`src/rtl/ptw_pkg.sv`:
```
package ptw_pkg;
  localparam int VA_W     = 48;
  localparam int ENT_W    = 64;
  localparam int PG_SHIFT = 12;
  localparam int BIT_P    = 0;
  localparam int BIT_RW   = 1;
  localparam int BIT_US   = 2;
  localparam int BIT_XD   = 63;

  typedef enum logic [1:0] {
    FLT_NONE        = 2'd0,
    FLT_NOT_PRESENT = 2'd1,
    FLT_PROT        = 2'd2
  } fault_e;

  typedef enum logic [1:0] {ST_IDLE, ST_ISSUE, ST_WAIT, ST_DONE} walk_st_e;

  // Table index for a level; long mode uses 9 bits, short mode 10 bits.
  function automatic logic [9:0] walk_index(logic [VA_W-1:0] va, logic [1:0] lvl, logic long_mode);
    if (long_mode) begin
      case (lvl)
        2'd0:    walk_index = {1'b0, va[47:39]};
        2'd1:    walk_index = {1'b0, va[38:30]};
        2'd2:    walk_index = {1'b0, va[29:21]};
        default: walk_index = {1'b0, va[20:12]};
      endcase
    end else begin
      walk_index = (lvl == 2'd0) ? va[31:22] : va[21:12];
    end
  endfunction

  // Byte offset of the entry inside its 4 KB table.
  function automatic logic [PG_SHIFT-1:0] entry_offset(logic [9:0] idx, logic long_mode);
    entry_offset = long_mode ? {idx[8:0], 3'b000} : {idx, 2'b00};
  endfunction

  function automatic logic [1:0] final_level(logic long_mode);
    final_level = long_mode ? 2'd3 : 2'd1;
  endfunction
endpackage

```
`src/rtl/ptw_addr_gen.sv`:
```
module ptw_addr_gen
  import ptw_pkg::*;
#(
  parameter int PA_W = 40
) (
  input  logic [PA_W-PG_SHIFT-1:0] table_frame,
  input  logic [VA_W-1:0]          va,
  input  logic [1:0]               lvl,
  input  logic                     long_mode,
  output logic [PA_W-1:0]          entry_addr
);
  logic [9:0]          idx;
  logic [PG_SHIFT-1:0] offs;

  assign idx        = walk_index(va, lvl, long_mode);
  assign offs       = entry_offset(idx, long_mode);
  // Table is 4 KB aligned, so the offset drops into the low bits.
  assign entry_addr = {table_frame, offs};
endmodule

```
`src/rtl/ptw_perm_acc.sv`:
```
module ptw_perm_acc (
  input  logic clk,
  input  logic rst_n,
  input  logic init,
  input  logic upd,
  input  logic ent_rw,
  input  logic ent_us,
  input  logic ent_xd,
  output logic nxt_rw,
  output logic nxt_us,
  output logic nxt_xd,
  output logic acc_rw,
  output logic acc_us,
  output logic acc_xd
);
  assign nxt_rw = acc_rw & ent_rw;
  assign nxt_us = acc_us & ent_us;
  assign nxt_xd = acc_xd | ent_xd;

  always_ff @(posedge clk or negedge rst_n) begin
    if (!rst_n) begin
      acc_rw <= 1'b0;
      acc_us <= 1'b0;
      acc_xd <= 1'b0;
    end else if (init) begin
      acc_rw <= 1'b1;
      acc_us <= 1'b1;
      acc_xd <= 1'b0;
    end else if (upd) begin
      acc_rw <= nxt_rw;
      acc_us <= nxt_us;
      acc_xd <= nxt_xd;
    end
  end
endmodule

```
`src/rtl/pt_walker.sv`:
```
module pt_walker
  import ptw_pkg::*;
#(
  parameter int PA_W = 40
) (
  input  logic              clk,
  input  logic              rst_n,
  input  logic              req_valid,
  output logic              req_ready,
  input  logic [47:0]       req_vaddr,
  input  logic              req_long,
  input  logic [PA_W-1:0]   req_root,
  input  logic              req_write,
  input  logic              req_user,
  output logic              mem_req_valid,
  input  logic              mem_req_ready,
  output logic [PA_W-1:0]   mem_req_addr,
  input  logic              mem_rsp_valid,
  input  logic [63:0]       mem_rsp_data,
  output logic              resp_valid,
  input  logic              resp_ready,
  output logic [PA_W-1:0]   resp_paddr,
  output logic              resp_writable,
  output logic              resp_user,
  output logic              resp_nx,
  output logic [1:0]        resp_fault,
  output logic [1:0]        resp_level
);
  localparam int FRAME_W = PA_W - PG_SHIFT;

  walk_st_e              st;
  logic [1:0]            lvl;
  logic [VA_W-1:0]       va_q;
  logic                  long_q, wr_q, usr_q;
  logic [FRAME_W-1:0]    frame_q;
  logic [PA_W-1:0]       pa_q;
  fault_e                fault_q;
  logic [1:0]            flvl_q;

  // Named events
  logic req_fire, mem_fire, rsp_fire, resp_fire, at_last, ent_present, prot_hit;
  logic ent_rw, ent_us, ent_xd;
  logic [FRAME_W-1:0] ent_frame;
  logic nxt_rw, nxt_us, nxt_xd;
  logic unused_bits;

  assign req_ready     = (st == ST_IDLE);
  assign mem_req_valid = (st == ST_ISSUE);
  assign resp_valid    = (st == ST_DONE);
  assign req_fire      = req_valid & req_ready;
  assign mem_fire      = mem_req_valid & mem_req_ready;
  assign rsp_fire      = mem_rsp_valid & (st == ST_WAIT);
  assign resp_fire     = resp_valid & resp_ready;
  assign at_last       = (lvl == final_level(long_q));

  assign ent_present = mem_rsp_data[BIT_P];
  assign ent_rw      = mem_rsp_data[BIT_RW];
  assign ent_us      = mem_rsp_data[BIT_US];
  assign ent_xd      = long_q & mem_rsp_data[BIT_XD];
  assign ent_frame   = long_q ? mem_rsp_data[PA_W-1:PG_SHIFT]
                              : FRAME_W'(mem_rsp_data[31:PG_SHIFT]);
  assign unused_bits = ^{mem_rsp_data[62:PA_W], req_root[PG_SHIFT-1:0]};

  ptw_addr_gen #(.PA_W(PA_W)) u_addr (
    .table_frame (frame_q),
    .va          (va_q),
    .lvl         (lvl),
    .long_mode   (long_q),
    .entry_addr  (mem_req_addr)
  );

  ptw_perm_acc u_perm (
    .clk    (clk),
    .rst_n  (rst_n),
    .init   (req_fire),
    .upd    (rsp_fire & ent_present),
    .ent_rw (ent_rw),
    .ent_us (ent_us),
    .ent_xd (ent_xd),
    .nxt_rw (nxt_rw),
    .nxt_us (nxt_us),
    .nxt_xd (nxt_xd),
    .acc_rw (resp_writable),
    .acc_us (resp_user),
    .acc_xd (resp_nx)
  );

  assign prot_hit = (usr_q & ~nxt_us) | (wr_q & ~nxt_rw);

  always_ff @(posedge clk or negedge rst_n) begin
    if (!rst_n) begin
      st      <= ST_IDLE;
      lvl     <= '0;
      va_q    <= '0;
      long_q  <= 1'b0;
      wr_q    <= 1'b0;
      usr_q   <= 1'b0;
      frame_q <= '0;
      pa_q    <= '0;
      fault_q <= FLT_NONE;
      flvl_q  <= '0;
    end else begin
      case (st)
        ST_IDLE: if (req_fire) begin
          va_q    <= req_vaddr;
          long_q  <= req_long;
          wr_q    <= req_write;
          usr_q   <= req_user;
          frame_q <= req_root[PA_W-1:PG_SHIFT];
          lvl     <= '0;
          st      <= ST_ISSUE;
        end
        ST_ISSUE: if (mem_req_ready) st <= ST_WAIT;
        ST_WAIT: if (mem_rsp_valid) begin
          if (!ent_present) begin
            fault_q <= FLT_NOT_PRESENT;
            flvl_q  <= lvl;
            st      <= ST_DONE;
          end else if (at_last) begin
            pa_q    <= {ent_frame, va_q[PG_SHIFT-1:0]};
            fault_q <= prot_hit ? FLT_PROT : FLT_NONE;
            flvl_q  <= lvl;
            st      <= ST_DONE;
          end else begin
            frame_q <= ent_frame;
            lvl     <= lvl + 2'd1;
            st      <= ST_ISSUE;
          end
        end
        default: if (resp_fire) st <= ST_IDLE;
      endcase
    end
  end

  assign resp_paddr = pa_q;
  assign resp_fault = fault_q;
  assign resp_level = flvl_q;

  // Read counter for the checks below only
  logic [2:0] reads_q;
  always_ff @(posedge clk or negedge rst_n) begin
    if (!rst_n)        reads_q <= '0;
    else if (req_fire) reads_q <= '0;
    else if (mem_fire) reads_q <= reads_q + 3'd1;
  end

  AST_ACCEPT_BLOCKS: assert property (@(posedge clk) disable iff (!rst_n)
    req_fire |=> !req_ready);
  AST_MEM_HOLD: assert property (@(posedge clk) disable iff (!rst_n)
    mem_req_valid && !mem_req_ready |=> mem_req_valid && $stable(mem_req_addr));
  AST_ONE_OUTSTANDING: assert property (@(posedge clk) disable iff (!rst_n)
    mem_fire |=> !mem_req_valid);
  AST_RESP_HOLD: assert property (@(posedge clk) disable iff (!rst_n)
    resp_valid && !resp_ready |=> resp_valid &&
      $stable({resp_paddr, resp_fault, resp_level, resp_writable, resp_user, resp_nx}));
  AST_FULL_WALK: assert property (@(posedge clk) disable iff (!rst_n)
    resp_valid && resp_fault == FLT_NONE |-> reads_q == (long_q ? 3'd4 : 3'd2));
  AST_NP_STOPS: assert property (@(posedge clk) disable iff (!rst_n)
    resp_valid && resp_fault == FLT_NOT_PRESENT |-> reads_q == {1'b0, resp_level} + 3'd1);
  AST_USER_GRANT: assert property (@(posedge clk) disable iff (!rst_n)
    resp_valid && resp_fault == FLT_NONE && usr_q |-> resp_user);
  AST_WRITE_GRANT: assert property (@(posedge clk) disable iff (!rst_n)
    resp_valid && resp_fault == FLT_NONE && wr_q |-> resp_writable);
  AST_SHORT_NO_NX: assert property (@(posedge clk) disable iff (!rst_n)
    resp_valid && !long_q |-> !resp_nx);
endmodule

```
`config.mk`:
```
export PLATFORM = sky130hd
export DESIGN_NAME = pt_walker
export DESIGN_NICKNAME = d
export VERILOG_FILES = /design/src/rtl/ptw_pkg.sv /design/src/rtl/ptw_addr_gen.sv /design/src/rtl/ptw_perm_acc.sv /design/src/rtl/pt_walker.sv
export SDC_FILE = /design/constraint.sdc
export NUM_CORES = 1
export LEC_CHECK = 0
export ABC_AREA = 1
export CAP_MARGIN = 30
export CORE_ASPECT_RATIO = 0.75
export CORE_MARGIN = 2
export CORE_UTILIZATION = 40
export CTS_CLUSTER_DIAMETER = 100
export DETAILED_ROUTE_END_ITERATION = 7
export HOLD_SLACK_MARGIN = 0.03
export PLACE_DENSITY = 0.78
export SYNTH_ARGS = -nofsm -noshare
export SYNTH_HDL_FRONTEND = slang
export SYNTH_HIERARCHICAL = 1
export SYNTH_SLANG_ARGS = --single-unit
```
`constraint.sdc`:
```
create_clock -name clk -period 1.5 [get_ports clk]
set_clock_uncertainty 0.15 [all_clocks]
set_input_delay 0.15 -clock clk [delete_from_list [all_inputs] [get_ports clk]]
set_output_delay 0.15 -clock clk [all_outputs]
set_load 0.05 [all_outputs]
```
==> reports/qor.txt, run 1 <==
status: complete, but fails checks
violated checks: negative setup slack
CP Capture Type: primary output
Critical Path Source Type: register
Die H: 112 um
IO Count: 251
Final Worst Setup Slack: -516 ps
Remaining Overflow, GRT: 0
Die X: 149 um
Hold Fails Final Rpt: 0
Longest Clk Path Bufs: 2
layout cells sized above 1: 26.8%
Core Area: 15,300 sq um
pin count of the biggest net entering global routing: 45
gpl congestion: 0.894
via/cell ratio: 5.16
Die Area: 16,700 sq um
overall power: 27,100 uW
clk_lat worst skew: 410 ps
first-pass GRT wire length: 35.9 mm
flop-to-flop setup slack: -430 ps
effective utilization at floorplan: 41.1%
Final #Nets: 1,216
Synth Warn #: 6
minimum clock period: 2020 ps
Crit Path Category: reg -> out
routed length per placed instance: 18.5 um
Post-Synthesis Cells: 818
I/O Buffers: 204
P&R area growth vs syn: 78.5%
max-slew violation count: 0
Fillers: 994
Ant. Diodes: 0
Arrival @ worst endpoint: 1720 ps
unrepaired setup endpoints after global routing: yes
clock root cell: clkbuf_16
starting DRC count in detailed routing: 580
Via Count: 6,564
gr usage total: 28.1%
Hold Path Class: in -> async
power density cells: 2420 nW/um^2
vias in the first global route: 6,760
clk slew on worst S/H paths: 60 ps
Worst VDD drop: 2100 uV
CTS tree: yes
CP max FO: 7
drt first pass iters: 5
Pleak: 0.00559 uW
Final Setup Violations: 102
Finished Layout Cells: 1,273
mapped cell area: 6270 sq um
post-route ant nets: 0
initial antenna violation count: 0
final WL: 23.5 mm
CTS sink count: 130
post-synthesis average cell area: 7.67 sq um
max_cap viols: 0
Worst Path Required: 1200 ps
DRC: 0
hpwl dp: 13.2 mm
CTS Buf Count: 17
Inst Count DP: 1,201
fmax: 0.496 GHz
H-tree depth: 4
Final period util: 134%
Core Rows: 39
-- report_power, final --
part	internal, uW	switching (uW)	leakage, uW
clock network	2470	1660	0.000279
logic	7480	9100	0.00364
registers	4970	1450	0.00166
-- critical path, cell delays in order (launching register included) --
cell and delay, ps:
dfrtp_1 410, buf_12 150, nor2_4 170, buf_6 170, nand2_2 60, nand3_2 70
nand2_2 50, nand2_2 90, buf_12 140
-- state kept, by name, indices dropped and copies added (netlist names) --
name / flops
resp_fault: 2
wr_q: 1
u_perm/acc_xd: 1
frame_q: 28
va_q: 48
u_perm/acc_rw: 1
long_q: 1
u_perm/acc_us: 1
usr_q: 1
resp_paddr: 40
lvl: 2
resp_level: 2
st: 2
-- cell usage in the layout (no fill, tap or decap), types with 17 or more instances in the layout --
| master | count |
|---|---|
| inv_1 | 51 |
| clkbuf_16 | 17 |
| clkdlybuf4s50_1 | 115 |
| buf_4 | 30 |
| nand2_2 | 30 |
| o21ai_1 | 27 |
| o21ai_0 | 42 |
| buf_12 | 105 |
| nand2_1 | 336 |
| dfrtp_1 | 127 |
| nand3_1 | 58 |
-- repair_timing --
| item | CTS | global route |
|---|---|---|
| hold endpoints to repair | 130 | 0 |
| pin swaps | 4 | 17 |
| gates resized for setup | 84 | 45 |
| cloned | 17 | 0 |
| hold buffers | 1 | 0 |
| setup endpoints to repair | 89 | 143 |
| buffers inserted | 20 | 3 |
-- metrics by stage --
step	setup WS (ps)	setup TNS, ps	cell area, sq um	util (%)	hold WS (ps)
detailed placement	-215	-12050	9490	62.1	-64.9
CTS	-482	-25870	11000	72.1	70.1
global route	-615	-36420	11200	73.3	92.8
floorplan	-115	-8510	6370	-	-296
global placement	-201	-10640	9490	62.1	-70.2
finish	-516	-28970	11200	73.3	58.9
-- final cells by class --
type / instances / area, sq um / area share [%]
Clock buffer: 18 / 429 / 3.83
Clock inverter: 14 / 156 / 1.40
Tap cell: 205 / 256 / 2.29
Timing Repair Buffer: 288 / 4190 / 37.4
Inverter: 62 / 250 / 2.24
Sequential cell: 130 / 3260 / 29.1
Multi-Input combinational cell: 556 / 2660 / 23.7
-- final timing paths --
path | start | to | cells after the start
min in group clk | req_vaddr[24] | va_q[24] | 3
worst min register to register | usr_q | usr_q | 2
worst max-delay path | lvl[0] | mem_req_addr[11] | 8
worst max register to register | lvl[0] | frame_q[15] | 11
max in group asynchronous | rst_n | resp_fault[1] | 3
worst min-delay path | rst_n | resp_paddr[15] | 2
-- routing by layer --
metal,up-vias,GRT usage [%],part of all wire (%)
met4,0,10.8,3.9
met5,-,0,0
met2,365,45.5,48
met3,74,7.64,9.2
li1,3012,-,-
met1,3113,36.4,39
Power figures use the tool's default switching activity.
==> run 2: changes to the inputs <==
--- a/config.mk
+++ b/config.mk
@@ -6,14 +6,13 @@
 export NUM_CORES = 1
 export LEC_CHECK = 0
 export ABC_AREA = 1
-export CAP_MARGIN = 30
 export CORE_ASPECT_RATIO = 0.75
 export CORE_MARGIN = 2
-export CORE_UTILIZATION = 40
+export CORE_UTILIZATION = 44
 export CTS_CLUSTER_DIAMETER = 100
 export DETAILED_ROUTE_END_ITERATION = 7
 export HOLD_SLACK_MARGIN = 0.03
-export PLACE_DENSITY = 0.78
+export PLACE_DENSITY = 0.81
 export SYNTH_ARGS = -nofsm -noshare
 export SYNTH_HDL_FRONTEND = slang
 export SYNTH_HIERARCHICAL = 1
==> constraint.sdc (replaced) <==
create_clock -name clk -period 2.15 [get_ports clk]
set_clock_uncertainty 0.15 [all_clocks]
set_input_delay 0.215 -clock clk [delete_from_list [all_inputs] [get_ports clk]]
set_output_delay 0.215 -clock clk [all_outputs]
set_load 0.05 [all_outputs]
==> reports/qor.txt, run 2 (same netlist as run 1, synthesis figures left out) <==
I/O Buffers: 204 (unchanged)
pre-CTS setup slack: 287 ps (was -215 ps)
Final #Nets: 1,155 (was 1,216)
Worst path slowest cell: dfrtp_2 (was dfrtp_1)
Fillers: 1,157 (was 994)
Finished Cell Area: 9040 sq um (was 11,200 sq um)
max_cap viols: 0 (unchanged)
Min Hold Slack: 175 ps (was 58.9 ps)
unrepaired setup endpoints after global routing: yes (unchanged)
Slew headroom: 61.2%
Via Count: 5,785 (was 6,564)
footprint of the multi-input gates: 2360 sq um (was 2660 sq um)
status: completed (was complete, but fails checks)
CP bufs+invs: 1 (was 3)
max reg flops: 48 (unchanged)
Final period util: 97.6%
Die X: 142 um (was 149 um)
minimum clock period: 2100 ps
overall power: 15,300 uW (was 27,100 uW)
clk slew on worst S/H paths: 60 ps (about the same)
hpwl dp: 12.4 mm (was 13.2 mm)
Hold Fails Final Rpt: 0 (unchanged)
crit-path cells: o21ai_0, nand3_1, nand2_2, nand2_2, buf_12 (was buf_12, nor2_4, buf_6, nand2_2, nand3_2, nand2_2, nand2_2, buf_12)
IO Count: 251 (unchanged)
H-tree depth: 4 (unchanged)
Hold Path Class: in -> async (unchanged)
Ant. Diodes: 0 (unchanged)
Remaining Overflow, GRT: 0 (unchanged)
Core Area: 13,800 sq um (was 15,300 sq um)
largest register by flop count: va_q (unchanged)
delay-heaviest family, CP: flip-flops (was buffers and inverters)
CP peak stage delay: 470 ps (was 410 ps)
Die Area: 15,200 sq um (was 16,700 sq um)
starting DRC count in detailed routing: 449 (was 580)
pin count of the biggest net entering global routing: 60 (was 45)
placed instance area: 8410 sq um (was 9490 sq um)
Crit Path Category: reg -> out (unchanged)
CP Capture Type: primary output (unchanged)
CTS tree: yes (unchanged)
most frequent CP cell: nand2_2 (unchanged)
fmax: 0.477 GHz
clk_lat worst skew: 410 ps (about the same)
post-route ant nets: 0 (unchanged)
effective utilization at floorplan: 45.3% (was 41.1%)
drt first pass iters: 5 (unchanged)
most frequent cells in the layout: nand2_1, clkdlybuf4s50_1, dfrtp_1 (was nand2_1, dfrtp_1, clkdlybuf4s50_1)
P&R area growth vs syn: 44.2% (was 78.5%)
CTS sink count: 130 (unchanged)
via/cell ratio: 4.90 (was 5.16)
Longest Clk Path Bufs: 2 (unchanged)
final WL: 17.5 mm (was 23.5 mm)
power density cells: 1690 nW/um^2 (was 2420 nW/um^2)
gpl congestion: 0.939 (was 0.894)
clock root cell: clkbuf_16 (unchanged)
Pleak: 0.00458 uW (was 0.00559 uW)
worst slew pin tran: 582 ps
max-slew violation count: 0 (unchanged)
CP max FO: 7 (unchanged)
routed length per placed instance: 14.9 um (was 18.5 um)
initial antenna violation count: 0 (unchanged)
Arrival @ worst endpoint: 1730 ps (was 1720 ps)
Seq. cell area: 3250 sq um (was 3260 sq um)
Critical Path Source Type: register (unchanged)
Worst VDD drop: 855 uV (was 2100 uV)
gr usage total: 23.6% (was 28.1%)
Final Setup Violations: 0 (was 102)
commonest non-fill, non-tap cell in the layout: nand2_1 (unchanged)
Worst Path Required: 1780 ps (was 1200 ps)
Core Rows: 37 (was 39)
DRC: 0 (unchanged)
Final Worst Setup Slack: 52.6 ps (was -516 ps)
CTS Buf Count: 17 (unchanged)
first-pass GRT wire length: 28.2 mm (was 35.9 mm)
vias in the first global route: 5,568 (was 6,760)
layout cells sized above 1: 8.95% (was 26.8%)
Die H: 107 um (was 112 um)
==> run 2: cell types whose count changed in the layout (fill, tap and decap cells not counted), moves of 15 or more <==
cell             before  now
buf_12              105   15
clkdlybuf4s50_1     115  190
nand2_1             336  369
nand2_2              30    7
nand3_1              58   75
nand3_2              15    0
==> run 2: cell type report <==
type	instances	area share, %
flip-flops and latches	130	36.0
repair buffers	228	26.3
multi-input cells	555	26.1
clock buffers	19	5.01
inverters	62	2.64
well taps	175	2.42
clock inverters	12	1.48
==> run 2: report_power, final <==
| part | leakage [uW] | internal, uW | switching [uW] |
|---|---|---|---|
| Sequential | 0.00167 | 3460 | 672 |
| Combinational | 0.00263 | 2950 | 5370 |
| Clock | 0.000285 | 1770 | 1090 |
==> run 2: worst reg2reg max path: stages, from the launching register on <==
cell and delay (ps):
dfrtp_2 470, buf_4 180, inv_1 50, nand2_1 40, nand3_1 120, nand2_1 140, nand2_1 130, nand2_1 140
buf_12 200, nand2_1 90, nand2_1 50
==> run 2: final timing paths <==
kind | start | to | slack [ps] | cells past startpoint
min | rst_n | resp_paddr[25] | 170 | 2
min in group clk | req_vaddr[5] | va_q[5] | 180 | 3
min reg2reg | resp_paddr[7] | resp_paddr[7] | 320 | 2
max in group asynchronous | rst_n | resp_paddr[17] | 990 | 3
max | lvl[1] | mem_req_addr[10] | 50 | 5
max reg2reg | lvl[1] | frame_q[18] | 280 | 10
==> run 2: timing repair <==
item / CTS / global route
hold buffers: 1 / 0
cloned: 0 / 0
setup endpoints to repair: 9 / 7
resized for setup: 3 / 8
buffers inserted: 1 / 0
pin swaps: 0 / 1
endpoints found under the hold margin: 37 / 0
==> run 2: layer usage <==
layer  wire (um)  share of wire [%]  GRT usage, %  up-vias
met5           0                  0             0        -
met4         352                2.0          6.93        0
met3        1280                7.3          5.16       27
met2        8220                 47          37.9      239
met1        7690                 44          32.4     2657
li1            -                  -             -     2862
==> run 2: metrics by stage <==
stage | setup TNS, ps | util (%) | instances
2_1_floorplan | 0 | - | 819
3_3_place_gp | 0 | 60.7 | 1148
3_5_place_dp | 0 | 60.7 | 1148
4_1_cts | 0 | 65.1 | 1181
5_1_grt | -16.5 | 65.3 | 1181
6_report | 0 | 65.3 | 1181
==> run 3: changes to the inputs <==
--- a/config.mk
+++ b/config.mk
@@ -6,7 +6,7 @@
 export NUM_CORES = 1
 export LEC_CHECK = 0
 export ABC_AREA = 1
-export CORE_ASPECT_RATIO = 0.75
+export CORE_ASPECT_RATIO = 1.25
 export CORE_MARGIN = 2
 export CORE_UTILIZATION = 44
 export CTS_CLUSTER_DIAMETER = 100
==> reports/qor.txt, run 3 (same netlist as run 1, synthesis figures left out) <==
status: completed (unchanged)
Arrival @ worst endpoint: 1740 ps (was 1730 ps)
Longest Clk Path Bufs: 2 (unchanged)
via/cell ratio: 4.95 (was 4.90)
Reg2Reg Depth: 9 (was 10)
clk_lat worst skew: 410 ps (about the same)
Crit Path Category: reg -> out (unchanged)
Worst VDD drop: 1580 uV (was 855 uV)
overall power: 15,600 uW (was 15,300 uW)
drt first pass iters: 5 (unchanged)
gpl congestion: 0.839 (was 0.939)
DRC: 0 (unchanged)
Worst path slowest cell: dfrtp_2 (unchanged)
Crit Reg-Reg Startpoint: lvl[1] (unchanged)
minimum clock period: 2110 ps (was 2100 ps)
Final Setup Violations: 0 (unchanged)
Remaining Overflow, GRT: 0 (unchanged)
Core Area: 13,900 sq um (was 13,800 sq um)
final WL: 17.0 mm (was 17.5 mm)
sw frac: 46.0% (was 46.6%)
Hold Fails Final Rpt: 0 (unchanged)
Reg power frac: 26.5% (was 27.0%)
IO Count: 251 (unchanged)
cell-internal power: 8410 uW (was 8170 uW)
Die Area: 15,200 sq um (about the same)
hold depth: 3
hpwl dp: 11.6 mm (was 12.4 mm)
Ant. Diodes: 0 (unchanged)
CP Capture Type: primary output (unchanged)
vias in the first global route: 5,521 (was 5,568)
delay-heaviest family, CP: flip-flops (unchanged)
first-pass GRT wire length: 26.7 mm (was 28.2 mm)
worst slew pin tran: 692 ps (was 582 ps)
Clock power frac: 19.4% (was 18.7%)
cell depth of the worst setup path: 5 (unchanged)
routed length per placed instance: 14.4 um (was 14.9 um)
max_cap viols: 0 (unchanged)
CP bufs+invs: 2 (was 1)
gr usage total: 22.0% (was 23.6%)
most frequent cells in the layout: nand2_1, clkdlybuf4s50_1, dfrtp_1 (unchanged)
P&R area growth vs syn: 45.3% (was 44.2%)
max reg flops: 48 (unchanged)
placed instance area: 8360 sq um (was 8410 sq um)
Hold Path Class: in -> reg (was in -> async)
Min Hold Slack: 187 ps (was 175 ps)
clock root cell: clkbuf_16 (unchanged)
I/O Buffers: 204 (unchanged)
commonest non-fill, non-tap cell in the layout: nand2_1 (unchanged)
max-slew violation count: 0 (unchanged)
critical path startpoint: lvl[0] (was lvl[1])
Die H: 137 um (was 107 um)
fmax: 0.475 GHz (was 0.477 GHz)
unrepaired setup endpoints after global routing: yes (unchanged)
Pleak: 0.00458 uW (about the same)
post-layout util: 65.7% (was 65.3%)
Worst Path Required: 1780 ps (about the same)
Worst R2R End: frame_q[15] (was frame_q[18])
largest register by flop count: va_q (unchanged)
post-route ant nets: 0 (unchanged)
crit-path cells: nor2_4, buf_6, o21ai_0, nor2_1, buf_12 (was o21ai_0, nand3_1, nand2_2, nand2_2, buf_12)
CTS sink count: 130 (unchanged)
CTS Buf Count: 17 (unchanged)
Critical Path Source Type: register (unchanged)
flop-to-flop setup slack: 220 ps (was 280 ps)
Gate power share: 54.1% (was 54.3%)
effective utilization at floorplan: 45.2% (was 45.3%)
Final #Nets: 1,154 (was 1,155)
Slew headroom: 53.9% (was 61.2%)
layout cells sized above 1: 9.44% (was 8.95%)
H-tree depth: 4 (unchanged)
NetSw: 7160 uW (was 7130 uW)
Sum Neg Setup Slack: 0 ps (unchanged)
CP peak stage delay: 480 ps (was 470 ps)
Via Count: 5,845 (was 5,785)
CTS tree: yes (unchanged)
starting DRC count in detailed routing: 419 (was 449)
power density cells: 1710 nW/um^2 (was 1690 nW/um^2)
Critical Path End: mem_req_addr[2] (was mem_req_addr[10])
Final period util: 97.9% (was 97.6%)
CP max FO: 8 (was 7)
Core Rows: 48 (was 37)
clk slew on worst S/H paths: 60 ps (about the same)
Die X: 111 um (was 142 um)
pin count of the biggest net entering global routing: 131 (was 60)
Finished Cell Area: 9110 sq um (was 9040 sq um)
initial antenna violation count: 0 (unchanged)
==> run 3: area by class of cell <==
cell class,count,area (sq um)
timing repair buffer,227,2390
clock inverter,11,154
multi-input combinational,555,2370
sequential,130,3260
clock buffer,21,470
tap,175,219
inverter,62,245
fill,1105,4760
==> run 3: worst min path at each step <==
| stage | from | end | slack, ps |
|---|---|---|---|
| 5_1_grt | req_vaddr[16] | va_q[16] | 190 |
| 4_1_cts | req_vaddr[39] | va_q[39] | 170 |
| 2_1_floorplan | rst_n | frame_q[0] | -230 |
| 3_5_place_dp | rst_n | frame_q[19] | 240 |
| 6_report | req_vaddr[39] | va_q[39] | 190 |
| 3_3_place_gp | rst_n | frame_q[19] | 230 |
==> run 3: power groups by stage <==
stage	combinational [uW]	sequential (uW)	clock [uW]
2_1_floorplan	4710	4900	0
3_3_place_gp	8100	4100	0
3_5_place_dp	8190	4140	0
4_1_cts	8310	4110	3060
5_1_grt	9030	4240	3150
6_report	8430	4120	3020
==> run 3: repair_timing <==
item                       in CTS  in global routing
hold buffers                    1                  0
pin swaps                       0                  1
buffers inserted                4                  2
hold endpoints to repair      130                  0
setup endpoints to repair      10                 10
resized for setup               3                 17
==> run 3: stage by stage <==
step                      setup slack [ps]  instances
after floorplan                        171        819
after global placement                 217       1142
after detailed placement               188       1142
after CTS                             24.6       1179
after global routing                 -33.1       1181
final                                 44.2       1181
==> run 3: worst reg2reg max path, stage by stage (launching register included) <==
cell     delay [ps]
dfrtp_2         480
buf_4           190
inv_1            50
nand2_1          40
nand3_1         110
nand2_1         140
nand2_1         170
buf_4           330
nand3_1         130
nand2_1          90
==> run 3: per-layer routing <==
| layer | vias up | track usage [%] | wire length, um |
|---|---|---|---|
| met2 | 225 | 38.3 | 8600 |
| met5 | - | 0 | 0 |
| met3 | 36 | 4.44 | 977 |
| met4 | 0 | 9.86 | 481 |
| li1 | 2874 | - | - |
| met1 | 2710 | 26.5 | 6970 |
